**src/rtl/dtimer_pkg.sv**
```systemverilog
`timescale 1ns/1ps
package dtimer_pkg;

  // Strobes from the control side to the counting datapath
  typedef struct packed {
    logic reloadNow;   // load counter from reloadVal this edge
    logic tick;        // one prescaled count step
    logic clrFlag;     // software clear of the raw flag
  } tmrStrobe_t;

  // Word index of each register (byte offset >> 2)
  localparam int IDX_LOAD   = 0;
  localparam int IDX_VALUE  = 1;
  localparam int IDX_CTRL   = 2;
  localparam int IDX_CLEAR  = 3;
  localparam int IDX_RAW    = 4;
  localparam int IDX_MASKED = 5;
  localparam int IDX_BGLOAD = 6;

  // Control byte bit positions
  localparam int BIT_ONESHOT  = 0;
  localparam int BIT_WIDE     = 1;
  localparam int BIT_DIV_LO   = 2;
  localparam int BIT_IE       = 5;
  localparam int BIT_PERIODIC = 6;
  localparam int BIT_EN       = 7;

  localparam logic [7:0] CTRL_RESET = 8'h20;

endpackage

```
**src/rtl/tmr_ctrl.sv**
```systemverilog
`timescale 1ns/1ps
module tmr_ctrl
  import dtimer_pkg::*;
#(
  parameter int ADDR_W = 8,
  parameter int DATA_W = 32,
  parameter int PRE_W  = 8
)(
  input  logic              clk,
  input  logic              rstN,
  input  logic [ADDR_W-1:0] busAddr,
  input  logic              busWrite,
  input  logic [DATA_W-1:0] busWdata,
  input  logic [DATA_W-1:0] countIn,
  input  logic              rawFlag,
  output tmrStrobe_t        strobe,
  output logic [DATA_W-1:0] reloadVal,
  output logic [DATA_W-1:0] periodVal,
  output logic              oneShot,
  output logic              wide,
  output logic [DATA_W-1:0] busRdata,
  output logic              irqOut
);

  localparam int IDX_W  = ADDR_W - 2;
  localparam int HALF_W = DATA_W / 2;
  localparam logic [PRE_W-1:0] LIM_DIV16  = PRE_W'(15);
  localparam logic [PRE_W-1:0] LIM_DIV256 = PRE_W'(255);
  localparam logic [DATA_W-1:0] HALF_ONES = {{HALF_W{1'b0}}, {HALF_W{1'b1}}};

  logic [7:0]        ctrlReg;
  logic [DATA_W-1:0] loadReg;
  logic [PRE_W-1:0]  preCnt;
  logic [PRE_W-1:0]  preLimit;
  logic [IDX_W-1:0]  wordIdx;
  logic              aligned;
  logic              loadWr, bgWr, ctlWr, clrWr;
  logic              preHit;
  logic [7:0]        ctlNext;
  logic [DATA_W-1:0] srcLoad;

  function automatic logic [DATA_W-1:0] fillValue(input logic [7:0] c,
                                                  input logic [DATA_W-1:0] ld);
    logic freeRun;
    freeRun = !c[BIT_PERIODIC] && !c[BIT_ONESHOT];
    if (freeRun) fillValue = c[BIT_WIDE] ? '1 : HALF_ONES;
    else         fillValue = c[BIT_WIDE] ? ld : (ld & HALF_ONES);
  endfunction

  assign wordIdx = busAddr[ADDR_W-1:2];
  assign aligned = (busAddr[1:0] == 2'b00);

  always_comb begin
    loadWr = busWrite && aligned && (wordIdx == IDX_W'(IDX_LOAD));
    bgWr   = busWrite && aligned && (wordIdx == IDX_W'(IDX_BGLOAD));
    ctlWr  = busWrite && aligned && (wordIdx == IDX_W'(IDX_CTRL));
    clrWr  = busWrite && aligned && (wordIdx == IDX_W'(IDX_CLEAR));
  end

  // Prescale limit selected by control bits 3:2
  always_comb begin
    case (ctrlReg[BIT_DIV_LO +: 2])
      2'b01:   preLimit = LIM_DIV16;
      2'b10:   preLimit = LIM_DIV256;
      default: preLimit = '0;
    endcase
  end

  assign preHit = (preCnt == preLimit);

  always_comb begin
    ctlNext          = ctlWr  ? busWdata[7:0] : ctrlReg;
    srcLoad          = loadWr ? busWdata      : loadReg;
    strobe.reloadNow = loadWr || (ctlWr && busWdata[BIT_EN]);
    strobe.tick      = ctrlReg[BIT_EN] && preHit && !ctlWr;
    strobe.clrFlag   = clrWr;
    reloadVal        = fillValue(ctlNext, srcLoad);
    periodVal        = fillValue(ctrlReg, loadReg);
    oneShot          = ctrlReg[BIT_ONESHOT];
    wide             = ctrlReg[BIT_WIDE];
  end

  always_ff @(posedge clk or negedge rstN) begin
    if (!rstN) begin
      ctrlReg <= CTRL_RESET;
      loadReg <= '0;
      preCnt  <= '0;
    end else begin
      if (ctlWr) ctrlReg <= busWdata[7:0];
      if (loadWr || bgWr) loadReg <= busWdata;
      if (ctlWr || !ctrlReg[BIT_EN] || preHit) preCnt <= '0;
      else preCnt <= preCnt + 1'b1;
    end
  end

  assign irqOut = rawFlag && ctrlReg[BIT_IE];

  // Read mux
  always_comb begin
    busRdata = '0;
    if (aligned) begin
      case (wordIdx)
        IDX_W'(IDX_LOAD), IDX_W'(IDX_BGLOAD): busRdata = loadReg;
        IDX_W'(IDX_VALUE):  busRdata = countIn;
        IDX_W'(IDX_CTRL):   busRdata = DATA_W'(ctrlReg);
        IDX_W'(IDX_RAW):    busRdata = DATA_W'(rawFlag);
        IDX_W'(IDX_MASKED): busRdata = DATA_W'(irqOut);
        default:            busRdata = '0;
      endcase
    end
  end

  AST_DIV16_SPACING: assert property (@(posedge clk) disable iff (!rstN)
    (strobe.tick && ctrlReg[BIT_DIV_LO +: 2] == 2'b01) |=> !strobe.tick);

  AST_VALUE_WRITE_IGNORED: assert property (@(posedge clk) disable iff (!rstN)
    (busWrite && busAddr == ADDR_W'(4)) |=> ($stable(loadReg) && $stable(ctrlReg)));

endmodule

```
**src/rtl/tmr_count.sv**
```systemverilog
`timescale 1ns/1ps
module tmr_count
  import dtimer_pkg::*;
#(
  parameter int DATA_W = 32
)(
  input  logic              clk,
  input  logic              rstN,
  input  tmrStrobe_t        strobe,
  input  logic [DATA_W-1:0] reloadVal,
  input  logic [DATA_W-1:0] periodVal,
  input  logic              oneShot,
  input  logic              wide,
  output logic [DATA_W-1:0] countOut,
  output logic              rawFlag
);

  localparam int HALF_W = DATA_W / 2;
  localparam logic [DATA_W-1:0] HALF_MASK = {{HALF_W{1'b0}}, {HALF_W{1'b1}}};
  localparam logic [DATA_W-1:0] ONE = DATA_W'(1);

  logic [DATA_W-1:0] count;
  logic [DATA_W-1:0] cntMasked;
  logic              atOne, atZero, expire;

  assign cntMasked = wide ? count : (count & HALF_MASK);
  assign atOne     = (cntMasked == ONE);
  assign atZero    = (cntMasked == '0);
  assign expire    = strobe.tick && (atOne || (atZero && !oneShot));
  assign countOut  = cntMasked;

  always_ff @(posedge clk or negedge rstN) begin
    if (!rstN) begin
      count   <= '0;
      rawFlag <= 1'b0;
    end else begin
      if (strobe.reloadNow)                count <= reloadVal;
      else if (expire)                     count <= oneShot ? '0 : periodVal;
      else if (strobe.tick && !atZero)     count <= cntMasked - ONE;

      if (expire)              rawFlag <= 1'b1;
      else if (strobe.clrFlag) rawFlag <= 1'b0;
    end
  end

  AST_RELOAD_TAKES: assert property (@(posedge clk) disable iff (!rstN)
    strobe.reloadNow |=> (count == $past(reloadVal)));

  AST_EXPIRY_FLAGS: assert property (@(posedge clk) disable iff (!rstN)
    (strobe.tick && cntMasked == ONE) |=> rawFlag);

  AST_ONESHOT_PARKED: assert property (@(posedge clk) disable iff (!rstN)
    (oneShot && cntMasked == '0 && !strobe.reloadNow) |=> (countOut == '0));

  AST_CLEAR_WORKS: assert property (@(posedge clk) disable iff (!rstN)
    (strobe.clrFlag && !strobe.tick) |=> !rawFlag);

endmodule

```
**src/rtl/dtimer_channel.sv**
```systemverilog
`timescale 1ns/1ps
module dtimer_channel
  import dtimer_pkg::*;
#(
  parameter int ADDR_W = 8,
  parameter int DATA_W = 32,
  parameter int PRE_W  = 8
)(
  input  logic              clk,
  input  logic              rstN,
  input  logic [ADDR_W-1:0] busAddr,
  input  logic              busWrite,
  input  logic [DATA_W-1:0] busWdata,
  output logic [DATA_W-1:0] busRdata,
  output logic              irqOut
);

  tmrStrobe_t        strobe;
  logic [DATA_W-1:0] reloadVal, periodVal, countVal;
  logic              oneShot, wide, rawFlag;

  tmr_ctrl #(.ADDR_W(ADDR_W), .DATA_W(DATA_W), .PRE_W(PRE_W)) uCtrl (
    .clk(clk), .rstN(rstN),
    .busAddr(busAddr), .busWrite(busWrite), .busWdata(busWdata),
    .countIn(countVal), .rawFlag(rawFlag),
    .strobe(strobe), .reloadVal(reloadVal), .periodVal(periodVal),
    .oneShot(oneShot), .wide(wide),
    .busRdata(busRdata), .irqOut(irqOut)
  );

  tmr_count #(.DATA_W(DATA_W)) uCount (
    .clk(clk), .rstN(rstN),
    .strobe(strobe), .reloadVal(reloadVal), .periodVal(periodVal),
    .oneShot(oneShot), .wide(wide),
    .countOut(countVal), .rawFlag(rawFlag)
  );

  AST_CLEAR_DROPS_IRQ: assert property (@(posedge clk) disable iff (!rstN)
    (busWrite && busAddr == ADDR_W'(12) && !strobe.tick) |=> !irqOut);

endmodule

```
**config.mk**
```make
export PLATFORM = sky130hd
export DESIGN_NAME = dtimer_channel
export DESIGN_NICKNAME = d
export VERILOG_FILES = /design/src/rtl/dtimer_pkg.sv /design/src/rtl/tmr_ctrl.sv /design/src/rtl/tmr_count.sv /design/src/rtl/dtimer_channel.sv
export SDC_FILE = /design/constraint.sdc
export NUM_CORES = 1
export LEC_CHECK = 0
export BUFFER_PORTS_ARGS = -buffer_cell sky130_fd_sc_hd__buf_2
export CAP_MARGIN = 20
export CORE_AREA = 2 2 155 157
export CTS_CLUSTER_SIZE = 24
export DETAILED_ROUTE_END_ITERATION = 6
export DIE_AREA = 0 0 157 159
export HOLD_SLACK_MARGIN = 0.15
export SYNTH_ARGS = -nofsm -noshare
export SYNTH_HDL_FRONTEND = slang
export SYNTH_SLANG_ARGS = --single-unit
export TNS_END_PERCENT = 30
```
**constraint.sdc**
```tcl
create_clock -name clk -period 4.8 [get_ports clk]
set_clock_uncertainty 0.15 [all_clocks]
set_input_delay 0.72 -clock clk [delete_from_list [all_inputs] [get_ports clk]]
set_output_delay 0.72 -clock clk [all_outputs]
set_load 0.03 [all_outputs]
```
==> metrics <==
LEAKAGE 2.67 nW; first-pass GRT wire length a little over 30000 um; Area growth syn-to-layout 17.3%; CTS tree done; post-synthesis sequential element count 81; Site Rows 56; Worst path slowest cell and2_1; Final Worst Setup Slack 0.831 ns; CTS Hold Bufs 0; Net Sw Frac between 30% and 40%; critical path's largest stage delay roughly 0.76 ns; total gr overflow 0; Sw Pwr 0.000891 W; Int Pwr between 0.0015 and 0.002 W; Vias about 5600; count of final setup violators 0; dpl hpwl around 14000 um; RSZ-0062 raised after global routing no; Port Buf Inserts between 70 and 80; GPL Wtd Cong approximately 0.9; ys flop type dfrtp_1; Multi-input gate area 0.00345 mm^2; Ports 76; Pwr Total between 0.002 and 0.0025 W; Worst Setup Start Kind primary input; Synth Net Count approximately 740; CTS resizes 0; maximum vdd drop around 150 uV; Worst-Margin Slew about 0.90 ns; count leader, synth nand2_1; outcome complete, no violations; GRT Util Overall 15.6%; number of enable flip-flop cells after synthesis 0; # clock sinks slightly above 80; post-synth cell types 66; Starting Density 24.8%; CP Cell Sequence buf_2 > or4_4 > nor3b_2 > buf_4 > and2_1 > a22oi_1 > nor2_1 > buf_2; drt total wl slightly below 20000 um; Seq/Total Area, Yosys about a third; Synth top area share between 30% and 40%; Synth area leader dfrtp_1; post-CTS setup buffer count 0; chip width 157 um; Power Density 363 mW/mm^2; most used cell along the critical path buf_2; CTS Root Buffer Type clkbuf_16; Post-Syn Area per Cell slightly above 8 um^2; DRC 0; Logic pwr share 23.9%; Post-Syn Instances slightly below 700; core area approximately 0.023 mm^2; DR WL met3 1260 um; Max FO, Critical Path 17; Worst EP arrival a little over 3 ns; DIE HEIGHT roughly 160 um; CP bufs+invs 3; Post-DRT Antenna Nets 0; clk slew on worst S/H paths around 0.06 ns; Fin. Hold Viols 0; DR WL met2 roughly 8500 um; WS Path Type primary input to primary output; Post-synth ARST share 100%; slew margin rel. 40.0%; Clock power frac 30.5%; Met1 Wirelength 9440 um; Synth top cells by count 97 x nand2_1, 80 x dfrtp_1, 74 x nor2_1; Tcrit/Tclk final roughly 83%; fmax approximately 250 MHz; Skew-Pair Late Insertion Delay between 0.3 and 0.4 ns; Via density about 5.2; register area just over 0.002 mm^2; largest net degree at the start of global routing between 50 and 60; top post-synthesis cells by area dfrtp_1 35%, mux2_2 6.7%, nand2_1 6.3%; maxcap violations 0; vias in the first global route 5133; Worst setup EP type primary output; top sig layer met4; nets@finish ~790; final core utilization roughly 29%; yosys warns 0; Worst Path Required 3.93 ns; share of cells above drive strength 1 22.4%; initial antenna violation count 1; Seq pwr share between 40% and 50%; Hold Crit Class primary input to asynchronous set/reset pin; first-iteration detailed-routing DRC count slightly below 600; worst slack, placed around 0.90 ns; mapped cell area 0.00575 mm^2; crit path time final ~4 ns; clk buf depth 2; final max-slew violation count 0; total CTS buffers 9; routed len/inst roughly 18 um; DRT Pass-1 Iters 5; DIE AREA around 0.025 mm^2; H-tree depth 3; crit-path leading delay family simple AND/OR/NAND/NOR gates; FILL cells between 2000 and 2500; setup_tns 0 ns
worst register-to-register path, delay by kind of cell (launching register included):
family / cells / cell delay, ns
AO/OA/AOI/OAI: 2 / 0.37
buffers and inverters: 1 / 0.06
multiplexers: 1 / 0.29
flip-flops: 1 / 0.37
AND/OR/NAND/NOR: 4 / 1.81
adder cells (fa/ha/maj): 1 / 0.20
routing by layer:
layer	GRT usage, %	vias to the layer above
met1	23.5	2716
met2	22.1	178
met5	0	-
li1	-	2664
met3	3.43	15
met4	4.25	0
path summary, 6_finish.rpt:
path	from	endpoint	slack, ns	cells after the start
max reg2reg	uCtrl.ctrlReg[2]	uCount.count[26]	1.46	9
min reg2reg	uCtrl.preCnt[0]	uCtrl.preCnt[0]	0.36	1
max in group asynchronous	rstN	uCtrl.ctrlReg[5]	3.32	2
max	busAddr[4]	busRdata[17]	0.83	8
min	rstN	uCtrl.loadReg[13]	0.29	1
min in group clk	uCtrl.preCnt[0]	uCtrl.preCnt[0]	0.36	1
area by class of cell:
class | count | share of cell area (%)
multi-input combinational | 546 | 51.2
inverter | 18 | 1.00
antenna | 1 | 0.0371
clock buffer | 10 | 3.39
sequential | 81 | 30.1
timing repair buffer | 89 | 7.16
clock inverter | 6 | 1.24
tap | 319 | 5.92
power by group through the flow:
| stage | Sequential [W] | Combinational (W) | Clock [W] |
|---|---|---|---|
| after floorplan | 0.00101 | 0.000458 | 0 |
| after global placement | 0.00112 | 0.000566 | 0 |
| after detailed placement | 0.00112 | 0.000581 | 0 |
| after CTS | 0.00111 | 0.000584 | 0.000757 |
| after global routing | 0.00114 | 0.000658 | 0.000783 |
| final | 0.00112 | 0.000587 | 0.000749 |
per-stage QoR:
step                area [um^2]  instances  hold WS, ns
global placement           6430       1053        0.341
floorplan                  5750        695        0.274
CTS                        6750       1069        0.329
global route               6750       1069        0.349
finish                     6750       1070        0.286
detailed placement         6430       1053        0.340
state kept, by name, indices dropped and copies added (netlist names):
signal,cells
uCtrl.preCnt,8
uCount.count,32
uCount.rawFlag,1
uCtrl.loadReg,32
uCtrl.ctrlReg,8
cell usage in the layout, fill, tap and decap left out, types with 8 or more instances in the layout:
master and count:
nand2b_1 16, mux2_2 34, buf_2 74, a21oi_1 29, a22oi_1 26, inv_1 18
nor2_1 73, dfrtp_1 80, nand3_1 18, a31oi_1 25, clkbuf_16 9, o22ai_1 8
and3_1 11, a41oi_1 8, o21ai_0 40, xor2_1 8, a222oi_1 8, a31o_2 9
nor3_1 10, nand2_1 97, buf_4 15, xnor2_1 9
cells by family (layout without fill, tap and decap cells):
kind of cell | Yosys count | count (layout) | synth area share (%)
AO/OA/AOI/OAI | 204 | 204 | 24.5
XOR/XNOR | 17 | 17 | 2.59
buffers and inverters | 68 | 123 | 5.09
other | 0 | 1 | 0
AND/OR/NAND/NOR | 284 | 284 | 24.5
adder cells (fa/ha/maj) | 4 | 4 | 0.870
multiplexers | 37 | 37 | 7.18
flip-flops | 81 | 81 | 35.3
Power figures use the tool's default switching activity.
